==> config.mk <==
export PLATFORM = sky130hd
export DESIGN_NAME = tdma_arb
export DESIGN_NICKNAME = d
export VERILOG_FILES = /design/src/rtl/tdma_arb_pkg.sv /design/src/rtl/tdma_arb_ctrl.sv /design/src/rtl/tdma_arb_dp.sv /design/src/rtl/tdma_arb.sv
export SDC_FILE = /design/constraint.sdc
export NUM_CORES = 1
export LEC_CHECK = 0
export BUFFER_PORTS_ARGS = -buffer_cell sky130_fd_sc_hd__buf_2
export CORE_MARGIN = 2
export CORE_UTILIZATION = 27
export DETAILED_ROUTE_END_ITERATION = 8
export GPL_TIMING_DRIVEN = 0
export HOLD_SLACK_MARGIN = 0.05
export SYNTH_ARGS = -nofsm -noshare
export SYNTH_HDL_FRONTEND = slang
export SYNTH_SLANG_ARGS = --single-unit
==> constraint.sdc <==
create_clock -name clk -period 3.3 [get_ports clk]
set_input_delay 0.495 -clock clk [delete_from_list [all_inputs] [get_ports clk]]
set_output_delay 0.495 -clock clk [all_outputs]
set_load 0.005 [all_outputs]
==> src/rtl/tdma_arb_pkg.sv <==
package tdma_arb_pkg;

  // Strobes from the slot sequencer to the arbitration datapath.
  typedef struct packed {
    logic boundary;   // last cycle of a slot (or first cycle after reset): decide next slot
    logic dataPhase;  // data cycle of the slot being served
  } slotStrobes_t;

  function automatic int unsigned idxWidth(input int unsigned n);
    return (n > 1) ? $clog2(n) : 1;
  endfunction

endpackage

==> src/rtl/tdma_arb_ctrl.sv <==
module tdma_arb_ctrl
  import tdma_arb_pkg::*;
#(
  parameter int unsigned NUM_SLOTS = 16,
  parameter int unsigned LAT_MIN   = 2,
  parameter int unsigned LAT_MAX   = 7,
  parameter int unsigned LAT_RESET = 2,
  parameter int unsigned LAT_CFG_W = 4,
  localparam int unsigned SLOT_W   = idxWidth(NUM_SLOTS),
  localparam int unsigned LAT_W    = idxWidth(LAT_MAX + 1)
) (
  input  logic                 clk,
  input  logic                 rstN,
  input  logic                 cfgLatWe,
  input  logic [LAT_CFG_W-1:0] cfgLatVal,
  output slotStrobes_t         strb,
  output logic [SLOT_W-1:0]    slotIdx,
  output logic [SLOT_W-1:0]    nextSlot
);

  logic              started;
  logic [LAT_W-1:0]  phase;
  logic [LAT_W-1:0]  curLat;
  logic [LAT_W-1:0]  latReg;
  logic [LAT_W-1:0]  latClamped;
  logic [SLOT_W-1:0] slotQ;
  logic              lastPhase;

  always_comb begin
    if (cfgLatVal < LAT_CFG_W'(LAT_MIN))      latClamped = LAT_W'(LAT_MIN);
    else if (cfgLatVal > LAT_CFG_W'(LAT_MAX)) latClamped = LAT_W'(LAT_MAX);
    else                                      latClamped = LAT_W'(cfgLatVal);
  end

  assign lastPhase      = (phase == curLat);
  assign strb.boundary  = !started || lastPhase;
  assign strb.dataPhase = started && lastPhase;

  always_comb begin
    if (!started)                            nextSlot = slotQ;
    else if (slotQ == SLOT_W'(NUM_SLOTS-1))  nextSlot = '0;
    else                                     nextSlot = slotQ + 1'b1;
  end

  always_ff @(posedge clk) begin
    if (!rstN) begin
      latReg <= LAT_W'(LAT_RESET);
    end else if (cfgLatWe) begin
      latReg <= latClamped;
    end
  end

  always_ff @(posedge clk) begin
    if (!rstN) begin
      started <= 1'b0;
      phase   <= '0;
      curLat  <= LAT_W'(LAT_RESET);
      slotQ   <= '0;
    end else if (strb.boundary) begin
      started <= 1'b1;
      phase   <= '0;
      curLat  <= latReg;
      slotQ   <= nextSlot;
    end else begin
      phase   <= phase + 1'b1;
    end
  end

  assign slotIdx = slotQ;

endmodule

==> src/rtl/tdma_arb_dp.sv <==
module tdma_arb_dp
  import tdma_arb_pkg::*;
#(
  parameter int unsigned NUM_INIT  = 4,
  parameter int unsigned NUM_SLOTS = 16,
  localparam int unsigned INIT_W   = idxWidth(NUM_INIT),
  localparam int unsigned SLOT_W   = idxWidth(NUM_SLOTS)
) (
  input  logic                clk,
  input  logic                rstN,
  input  logic [NUM_INIT-1:0] req,
  input  logic                cfgSlotWe,
  input  logic [SLOT_W-1:0]   cfgSlotIdx,
  input  logic [INIT_W-1:0]   cfgSlotOwner,
  input  logic                cfgSlotValid,
  input  slotStrobes_t        strb,
  input  logic [SLOT_W-1:0]   nextSlot,
  output logic [NUM_INIT-1:0] grant,
  output logic                grantValid
);

  logic [NUM_SLOTS-1:0] tblValid;
  logic [INIT_W-1:0]    tblOwner [NUM_SLOTS];

  // One register pair per slot entry.
  for (genvar s = 0; s < NUM_SLOTS; s++) begin : g_entry
    always_ff @(posedge clk) begin
      if (!rstN) begin
        tblValid[s] <= 1'b0;
        tblOwner[s] <= '0;
      end else if (cfgSlotWe && (cfgSlotIdx == SLOT_W'(s))) begin
        tblValid[s] <= cfgSlotValid;
        tblOwner[s] <= cfgSlotOwner;
      end
    end
  end

  logic [INIT_W-1:0]   owner;
  logic                ownerReq;
  logic [INIT_W-1:0]   rrPtr;
  logic [INIT_W-1:0]   rrIdx;
  logic                rrFound;
  logic [NUM_INIT-1:0] grantNext;
  logic [NUM_INIT-1:0] grantQ;

  assign owner    = tblOwner[nextSlot];
  assign ownerReq = tblValid[nextSlot] && req[owner];

  // Round-robin search upward from the pointer, wrapping at NUM_INIT.
  always_comb begin
    int cand;
    rrFound = 1'b0;
    rrIdx   = '0;
    for (int k = 0; k < NUM_INIT; k++) begin
      cand = int'(rrPtr) + k;
      if (cand >= NUM_INIT) cand = cand - NUM_INIT;
      if (!rrFound && req[cand]) begin
        rrFound = 1'b1;
        rrIdx   = INIT_W'(cand);
      end
    end
  end

  always_comb begin
    grantNext = '0;
    if (ownerReq)     grantNext[owner] = 1'b1;
    else if (rrFound) grantNext[rrIdx] = 1'b1;
  end

  always_ff @(posedge clk) begin
    if (!rstN) begin
      grantQ <= '0;
      rrPtr  <= '0;
    end else if (strb.boundary) begin
      grantQ <= grantNext;
      if (!ownerReq && rrFound) begin
        rrPtr <= (rrIdx == INIT_W'(NUM_INIT-1)) ? '0 : rrIdx + 1'b1;
      end
    end
  end

  assign grant      = grantQ;
  assign grantValid = strb.dataPhase && (grantQ != '0);

endmodule

==> src/rtl/tdma_arb.sv <==
module tdma_arb
  import tdma_arb_pkg::*;
#(
  parameter int unsigned NUM_INIT  = 4,
  parameter int unsigned NUM_SLOTS = 16,
  parameter int unsigned LAT_MIN   = 2,
  parameter int unsigned LAT_MAX   = 7,
  parameter int unsigned LAT_RESET = 2,
  parameter int unsigned LAT_CFG_W = 4,
  localparam int unsigned INIT_W   = idxWidth(NUM_INIT),
  localparam int unsigned SLOT_W   = idxWidth(NUM_SLOTS)
) (
  input  logic                 clk,
  input  logic                 rstN,
  input  logic [NUM_INIT-1:0]  req,
  input  logic                 cfgSlotWe,
  input  logic [SLOT_W-1:0]    cfgSlotIdx,
  input  logic [INIT_W-1:0]    cfgSlotOwner,
  input  logic                 cfgSlotValid,
  input  logic                 cfgLatWe,
  input  logic [LAT_CFG_W-1:0] cfgLatVal,
  output logic [NUM_INIT-1:0]  grant,
  output logic                 grantValid,
  output logic [SLOT_W-1:0]    slotIdx
);

  slotStrobes_t      strb;
  logic [SLOT_W-1:0] nextSlot;

  tdma_arb_ctrl #(
    .NUM_SLOTS(NUM_SLOTS), .LAT_MIN(LAT_MIN), .LAT_MAX(LAT_MAX),
    .LAT_RESET(LAT_RESET), .LAT_CFG_W(LAT_CFG_W)
  ) u_ctrl (
    .clk(clk), .rstN(rstN), .cfgLatWe(cfgLatWe), .cfgLatVal(cfgLatVal),
    .strb(strb), .slotIdx(slotIdx), .nextSlot(nextSlot)
  );

  tdma_arb_dp #(
    .NUM_INIT(NUM_INIT), .NUM_SLOTS(NUM_SLOTS)
  ) u_dp (
    .clk(clk), .rstN(rstN), .req(req),
    .cfgSlotWe(cfgSlotWe), .cfgSlotIdx(cfgSlotIdx),
    .cfgSlotOwner(cfgSlotOwner), .cfgSlotValid(cfgSlotValid),
    .strb(strb), .nextSlot(nextSlot),
    .grant(grant), .grantValid(grantValid)
  );

endmodule

## After elaboration in Yosys (flattened, before gate mapping)

Memory sizes are Yosys's and may differ from the RTL's.
Index checks and enable logic that the tools add are counted.

- RAM bits: 32
- Bits in registers: 36
- Memories kept: 1
- Latch bits: 0
- Word-level logic and storage cells: 223
- Bits in read-only memories: 0
- Input bits: 19

- Bitwise operators: 17
- Equality and inequality tests: 18
- Div/mod/pow operators: 0
- Multiply operators: 0
- Shift operators: 0
- Mux-type cells: 104
- Add/subtract/negate cells: 10
- Magnitude comparators: 15
- Reductions and logical operators: 35

Memory list:

| name | depth | bits a word | read ports | clocked after Yosys merged registers in | write ports | line | RTL |
|---|---|---|---|---|---|---|---|
| u_dp.tblOwner | 16 | 2 | 1 | 0 | 16 | tdma_arb_dp.sv:23 | `logic [INIT_W-1:0] tblOwner [NUM_SLOTS];` |

Operators by type and width:

| cell | count |
|---|---|
| $lt 32x4->1 const B | 4 |
| $mux 32 | 4 |
| $ge 32x3->1 const B | 3 |
| $sub 32x3->32 const B | 3 |
| $mux 1 | 65 |
| $mux 2 | 21 |
| $eq 4x4->1 const B | 9 |
| $logic_and 1x1->1 | 25 |
| $eq 4x3->1 const B | 4 |
| $mux 4 | 4 |
| $or 1x1->1 | 16 |
| $bmux 1 s2 | 5 |
| $eq 4x2->1 const B | 2 |
| $add 2x2->3 const B | 2 |
| $lt 2x3->1 const B | 2 |
| $mux 3 | 2 |
| $logic_not 1->1 | 5 |
| $lt 4x5->1 const B | 1 |
| $add 4x1->4 const B | 1 |
| $bmux 1 s4 | 1 |
| $demux 1 s2 | 2 |
| $eq 4x1->1 const B | 1 |
| $ge 2x1->1 const B | 2 |
| $gt 4x3->1 const B | 1 |
| 14 further kinds | 14 |

## Depth between registers and ports, before layout

- Depth in word-level cells: 21
- Depth in mapped cells: 13
- Mapped depth without buffers: 10

## Cells and area by module

A second synthesis with hierarchy kept.

- Cell total of the unflattened synthesis: 357
- Area total of the unflattened synthesis: 3,704.8 µm²

Modules (own cells, without submodules):

| module | sequential area each (µm²) | cells an instance | area an instance (µm²) | instances |
|---|---|---|---|---|
| tdma_arb_dp | 1,401.3 | 282 | 2,994.1 | 1 |
| tdma_arb_ctrl | 280.3 | 75 | 710.7 | 1 |

## Worst setup path before layout

Ideal clock, no wire load.

- Kind: register to register
- Start point: reg u_ctrl.slotQ[0], in the netlist u_ctrl.slotIdx[0]
- End point: reg u_dp.rrPtr[0]
- Period minus slack after synthesis: 2.732 ns
- Path buffers: 1
- Data arrival time: 2.661 ns
- Stages on the path, launching flop included: 11
- Path slack: 0.568 ns
- Cells stage by stage: dfxtp_1 ha_1 buf_6 nand2_1 xor2_1 mux4_2 mux2i_1 mux2i_1 nor2b_1 a211oi_4 mux2i_1

- Cells in the longest elaborated chain, start to end: 10
- Elaborated cells on any way between the ends: 13
- Classes of those cells: add/sub (1); eq/ne (1); mux (6); reduce/logical (4); memory (1)

RTL lines:

| what | line | RTL |
|---|---|---|
| start: declaration | tdma_arb_ctrl.sv:26 | `logic [SLOT_W-1:0] slotQ;` |
| start signal: assignment | tdma_arb_ctrl.sv:63 | `slotQ <= nextSlot;` |
| $add 4x1->4 / $eq 4x4->1 (equally long branches) | tdma_arb_ctrl.sv:42, tdma_arb_ctrl.sv:41 |  |
| $mux 4 | tdma_arb_ctrl.sv:41 | `else if (slotQ == SLOT_W'(NUM_SLOTS-1)) nextSlot = '0;` |
| $mux 4 (*) | tdma_arb_ctrl.sv:40 | `if (!started) nextSlot = slotQ;` |
| $mem_v2 16x2 | n/a |  |
| $bmux 1 s2 | tdma_arb_dp.sv:47 | `assign ownerReq = tblValid[nextSlot] && req[owner];` |
| $mux 1 (not written as such) | tdma_arb_dp.sv:47 |  |
| $logic_and 1x1->1 (*) | tdma_arb_dp.sv:47 |  |
| $logic_not 1->1 (*) | tdma_arb_dp.sv:76 | `if (!ownerReq && rrFound) begin` |
| $logic_and 1x1->1 (*) | tdma_arb_dp.sv:76 |  |
| $reduce_and 2->1 (no source line) (*) | n/a |  |
| end signal: assignment | tdma_arb_dp.sv:77 | `rrPtr <= (rrIdx == INIT_W'(NUM_INIT-1)) ? '0 : rrIdx + 1'b1;` |
| end: declaration | tdma_arb_dp.sv:40 | `logic [INIT_W-1:0] rrPtr;` |

Mark *: on every way between the ends. The rest lies on a longest branch, timed or not. The select of a mux whose other input is x is not followed.
A chain may end at the register's enable or synchronous reset.

## Worst setup path in the final report

- Start point: reg u_ctrl.slotQ[1], in the netlist u_ctrl.slotIdx[1]
- End point: reg u_dp.rrPtr[0]

The elaborated chain is that of the path after synthesis.

==> results.cfg <==
[layout]
final_area_mm2 = 0.00430
final_cell_mix = sky130_fd_sc_hd__nor2_1 (61), sky130_fd_sc_hd__nand2_1 (40), sky130_fd_sc_hd__o21ai_0 (35), sky130_fd_sc_hd__dfxtp_1 (35), sky130_fd_sc_hd__edfxtp_1 (32)
fin_util_pct = 32.8
layout.nets = 451
regArea_mm2 = 0.00168
share_of_post_route_cells_with_drive_strength_above_1_pct = 17.6
nFillCells = 1379
layout-area-overhead-vs-synth_pct = 19.3
post_layout_nonfiller_instances = 607
multi_input_logic_area_mm2 = 0.00178
antenna_cells_inserted = 0
mostFrequentLayoutCell = sky130_fd_sc_hd__nor2_1

[yosys]
synth-main-ff-cell = sky130_fd_sc_hd__dfxtp_1
synth_top_cell_area_share_pct = 26.6
synth.avg_cell_area_um2 = 9.28
synth_edf_count = 32
synth_warnings = 0
area_leader_netlist = sky130_fd_sc_hd__edfxtp_1
asyncSetResetFlopFracSynth_pct = 0
synth.area.top_cells = sky130_fd_sc_hd__edfxtp_1 (27%), sky130_fd_sc_hd__dfxtp_1 (20%), sky130_fd_sc_hd__nor2_1 (6.3%)
netlist-cell-type-count = 59
synthesized_net_count = 414
syn_area_mm2 = 0.00361
synth_seq_area_share_pct = 46.6
postSynthRegisterBits = 68
post_synth_inst_count = 389

[critical_path]
worstPathCellList = ha_1 -> buf_6 -> nand2_1 -> xor2_4 -> mux4_2 -> mux2i_1 -> mux2i_1 -> nor2b_1 -> a211oi_4 -> mux2i_1
crit_cells = 10
critPathMostFrequentCell = sky130_fd_sc_hd__mux2i_1
crit_arrival_ps = 3380
timing.critical_path.fanout_max = 9
setup_cp_type = reg -> reg
rrSetupSlack_ps = 170
reg2regPathDepth = 10
timing.rr.end = u_dp.rrPtr[0]$_SDFFE_PN0P_
path_buf_inv = 1
critPathTopFamily = multiplexers
cp_endpoint_kind = flip-flop
rr_startpoint = u_ctrl.slotIdx[1]$_SDFFE_PN0P_
critical_path.startpoint_type = flip-flop
cp.required_ps = 3550
worst_path_largest_cell_delay_ps = 580
crit_slowest_cell = sky130_fd_sc_hd__mux4_2

[timing]
final_period_util_pct = 94.7
setup-violations-final = 0
timing.final.hold_violations = 0
worst_slew_pin_slew_ps = 798
totalNegativeSetupSlack_ps = 0
timing.final.max_slew_violations = 0
final.hold.worst_slack_ps = 400
rsz0062_at_grt = false
slew_headroom_pct = 46.7
skew_ps = 7.68
clock.fmax_ghz = 0.320
timing.final.crit_period_ps = 3130
setup_ws_ps = 174

[floorplan]
floorplan.initialDensity_pct = 27.5
dieWidth_um = 120
ioPinCount = 28
chipHeight_um = 120
core_area_mm2 = 0.0131
design.die.area_mm2 = 0.0143
std_cell_rows = 42

[worst_hold_path]
hold-path-endpoint = u_ctrl.started$_SDFFE_PN0P_
whs_path_depth = 2
min_from = rstN
hp-class = in -> reg

[route]
met3WireLength_um = 379
detail_route.drc_violations = 0
drtIter0Drc = 182
detailedRoute.firstPassIterationCount = 6
dr.max_layer_used = met4
dr_total_vias = 3068
vias_per_cell = 5.05
ant_nets = 0
wirelength_um = 9410
routedLengthMet1_um = 4390
detailroute.wirelength.met2_um = 4500
route.detailed.wl_per_inst_um = 15.5

[flow_run]
max_cap_violations = 0

[power]
cellInternalPower_mw = 1.71
clock_power_share_pct = 44.8
power_leakage_nw = 1.57
powerDensity_mw_per_mm2 = 537
relative_contribution_of_combinational_cells_to_total_power_pct = 13.7
p_seq_share_pct = 41.4
max-vdd-ir-drop_mv = 0.298
power.share.switching_pct = 25.9
net-switching-power_mw = 0.598
finalPower_mw = 2.31

[cts]
tritoncts = yes
clk-insertion-delay-late_ps = 330
buffers_inserted_during_post_cts_setup_optimization = 0
cts_sinks = 68
max-clock-path-buffers = 2
tritoncts.num_buffers = 9
clk_pin_slew_worst_paths_ps = 60
htree_levels = 3
cell_chosen_for_the_clock_root = sky130_fd_sc_hd__clkbuf_16

[run_status]
run_status = finished clean

[placed_design]
number_of_buffers_inserted_by_port_buffering = 26
dp_cells = 591
worst_setup_timing_slack_at_the_placement_stage_ps = -139
placement.cell_area_mm2 = 0.00396
gp_routability_congestion = 0.822
estimated_wirelength_of_the_detail_placed_design_um = 7120

[grt]
number_of_global_route_vias_before_repair = 3098
grt_start_max_net_pins = 14
grt_use_total_pct = 14.0
wire_length_of_the_first_global_routing_pass_um = 15900
grt-ovfl-total = 0
grt_antenna_before_repair = 0
## cell usage after synthesis, types with 2 or more instances
cell type and number:
sky130_fd_sc_hd__a211oi_1 2, sky130_fd_sc_hd__nand2b_1 3, sky130_fd_sc_hd__a32oi_1 2, sky130_fd_sc_hd__nor2_1 61, sky130_fd_sc_hd__a31o_2 2, sky130_fd_sc_hd__o22ai_1 2, sky130_fd_sc_hd__a21oi_1 22, sky130_fd_sc_hd__mux2i_1 12
sky130_fd_sc_hd__nor2b_1 2, sky130_fd_sc_hd__nor3b_1 2, sky130_fd_sc_hd__nand2_1 40, sky130_fd_sc_hd__nor4_1 2, sky130_fd_sc_hd__mux4_2 4, sky130_fd_sc_hd__nand2_2 2, sky130_fd_sc_hd__o21ai_0 35, sky130_fd_sc_hd__nand4_1 4
sky130_fd_sc_hd__or2_2 2, sky130_fd_sc_hd__dfxtp_1 36, sky130_fd_sc_hd__and3_1 2, sky130_fd_sc_hd__xor2_1 3, sky130_fd_sc_hd__and2_1 4, sky130_fd_sc_hd__clkbuf_1 17, sky130_fd_sc_hd__inv_1 8, sky130_fd_sc_hd__nand3b_1 3
sky130_fd_sc_hd__ha_1 6, sky130_fd_sc_hd__a311o_1 2, sky130_fd_sc_hd__buf_1 2, sky130_fd_sc_hd__mux2i_2 2, sky130_fd_sc_hd__nand3_1 31, sky130_fd_sc_hd__buf_6 5, sky130_fd_sc_hd__a32o_1 4, sky130_fd_sc_hd__xnor2_1 6
sky130_fd_sc_hd__nor2_2 2, sky130_fd_sc_hd__edfxtp_1 32
## final cells by class
| class | count | share of cell area (%) |
|---|---|---|
| clock buffer | 9 | 5.23 |
| timing repair buffer | 26 | 3.02 |
| tap | 176 | 5.12 |
| inverter | 8 | 0.698 |
| buffer | 25 | 3.14 |
| clock inverter | 7 | 2.33 |
| sequential | 68 | 39.1 |
| multi-input combinational | 288 | 41.4 |
## power by group through the flow
stage	clock network (mW)	logic, mW	registers [mW]
finish	1.04	0.318	0.958
global placement	0	0.306	0.972
CTS	1.05	0.317	0.956
detailed placement	0	0.315	0.974
floorplan	0	0.224	0.964
global route	1.09	0.358	0.963
## worst max-delay path by stage
stage | from | to | slack (ps)
detailed placement | u_ctrl.slotIdx[0]$_SDFFE_PN0P_ | u_dp.rrPtr[0]$_SDFFE_PN0P_ | -140
global route | u_ctrl.slotIdx[1]$_SDFFE_PN0P_ | u_dp.rrPtr[0]$_SDFFE_PN0P_ | 30
floorplan | u_ctrl.slotIdx[0]$_SDFFE_PN0P_ | u_dp.rrPtr[0]$_SDFFE_PN0P_ | 570
finish | u_ctrl.slotIdx[1]$_SDFFE_PN0P_ | u_dp.rrPtr[0]$_SDFFE_PN0P_ | 170
global placement | u_ctrl.slotIdx[0]$_SDFFE_PN0P_ | u_dp.rrPtr[1]$_SDFFE_PN0P_ | -40
CTS | u_ctrl.slotIdx[0]$_SDFFE_PN0P_ | u_dp.rrPtr[0]$_SDFFE_PN0P_ | 60
## what timing repair did
item                       in CTS  in global routing
hold buffers                    0                  0
gates resized for setup         1                  2
setup endpoints to repair       6                  6
pin swaps                       0                  1
## flip-flops by register name, summed over array words and instances, names as in the netlist
| signal | count |
|---|---|
| u_ctrl.latReg | 3 |
| u_ctrl.curLat | 3 |
| u_dp.tblOwner | 32 |
| u_dp.rrPtr | 2 |
| u_dp.grant | 4 |
| u_ctrl.slotIdx | 4 |
| u_ctrl.phase | 3 |
| u_ctrl.started | 1 |
| u_dp.tblValid | 16 |
## cells by family (layout without fill, tap and decap cells)
group / Yosys count / count (layout) / share of synthesized area [%]
compound gates: 84 / 84 / 14.8
xor+xnor: 10 / 10 / 2.64
fa+ha+maj: 6 / 6 / 2.08
buf+inv: 33 / 75 / 4.58
flops: 68 / 68 / 46.6
mux: 20 / 20 / 7.32
simple gates: 168 / 168 / 21.9
## per-layer routing
metal  up-vias  global-route usage (%)
li1       1458                       -
met2        88                    23.3
met1      1510                    18.5
met3        12                    2.95
met5         -                       0
met4         0                    4.19
Power figures use the tool's default switching activity.
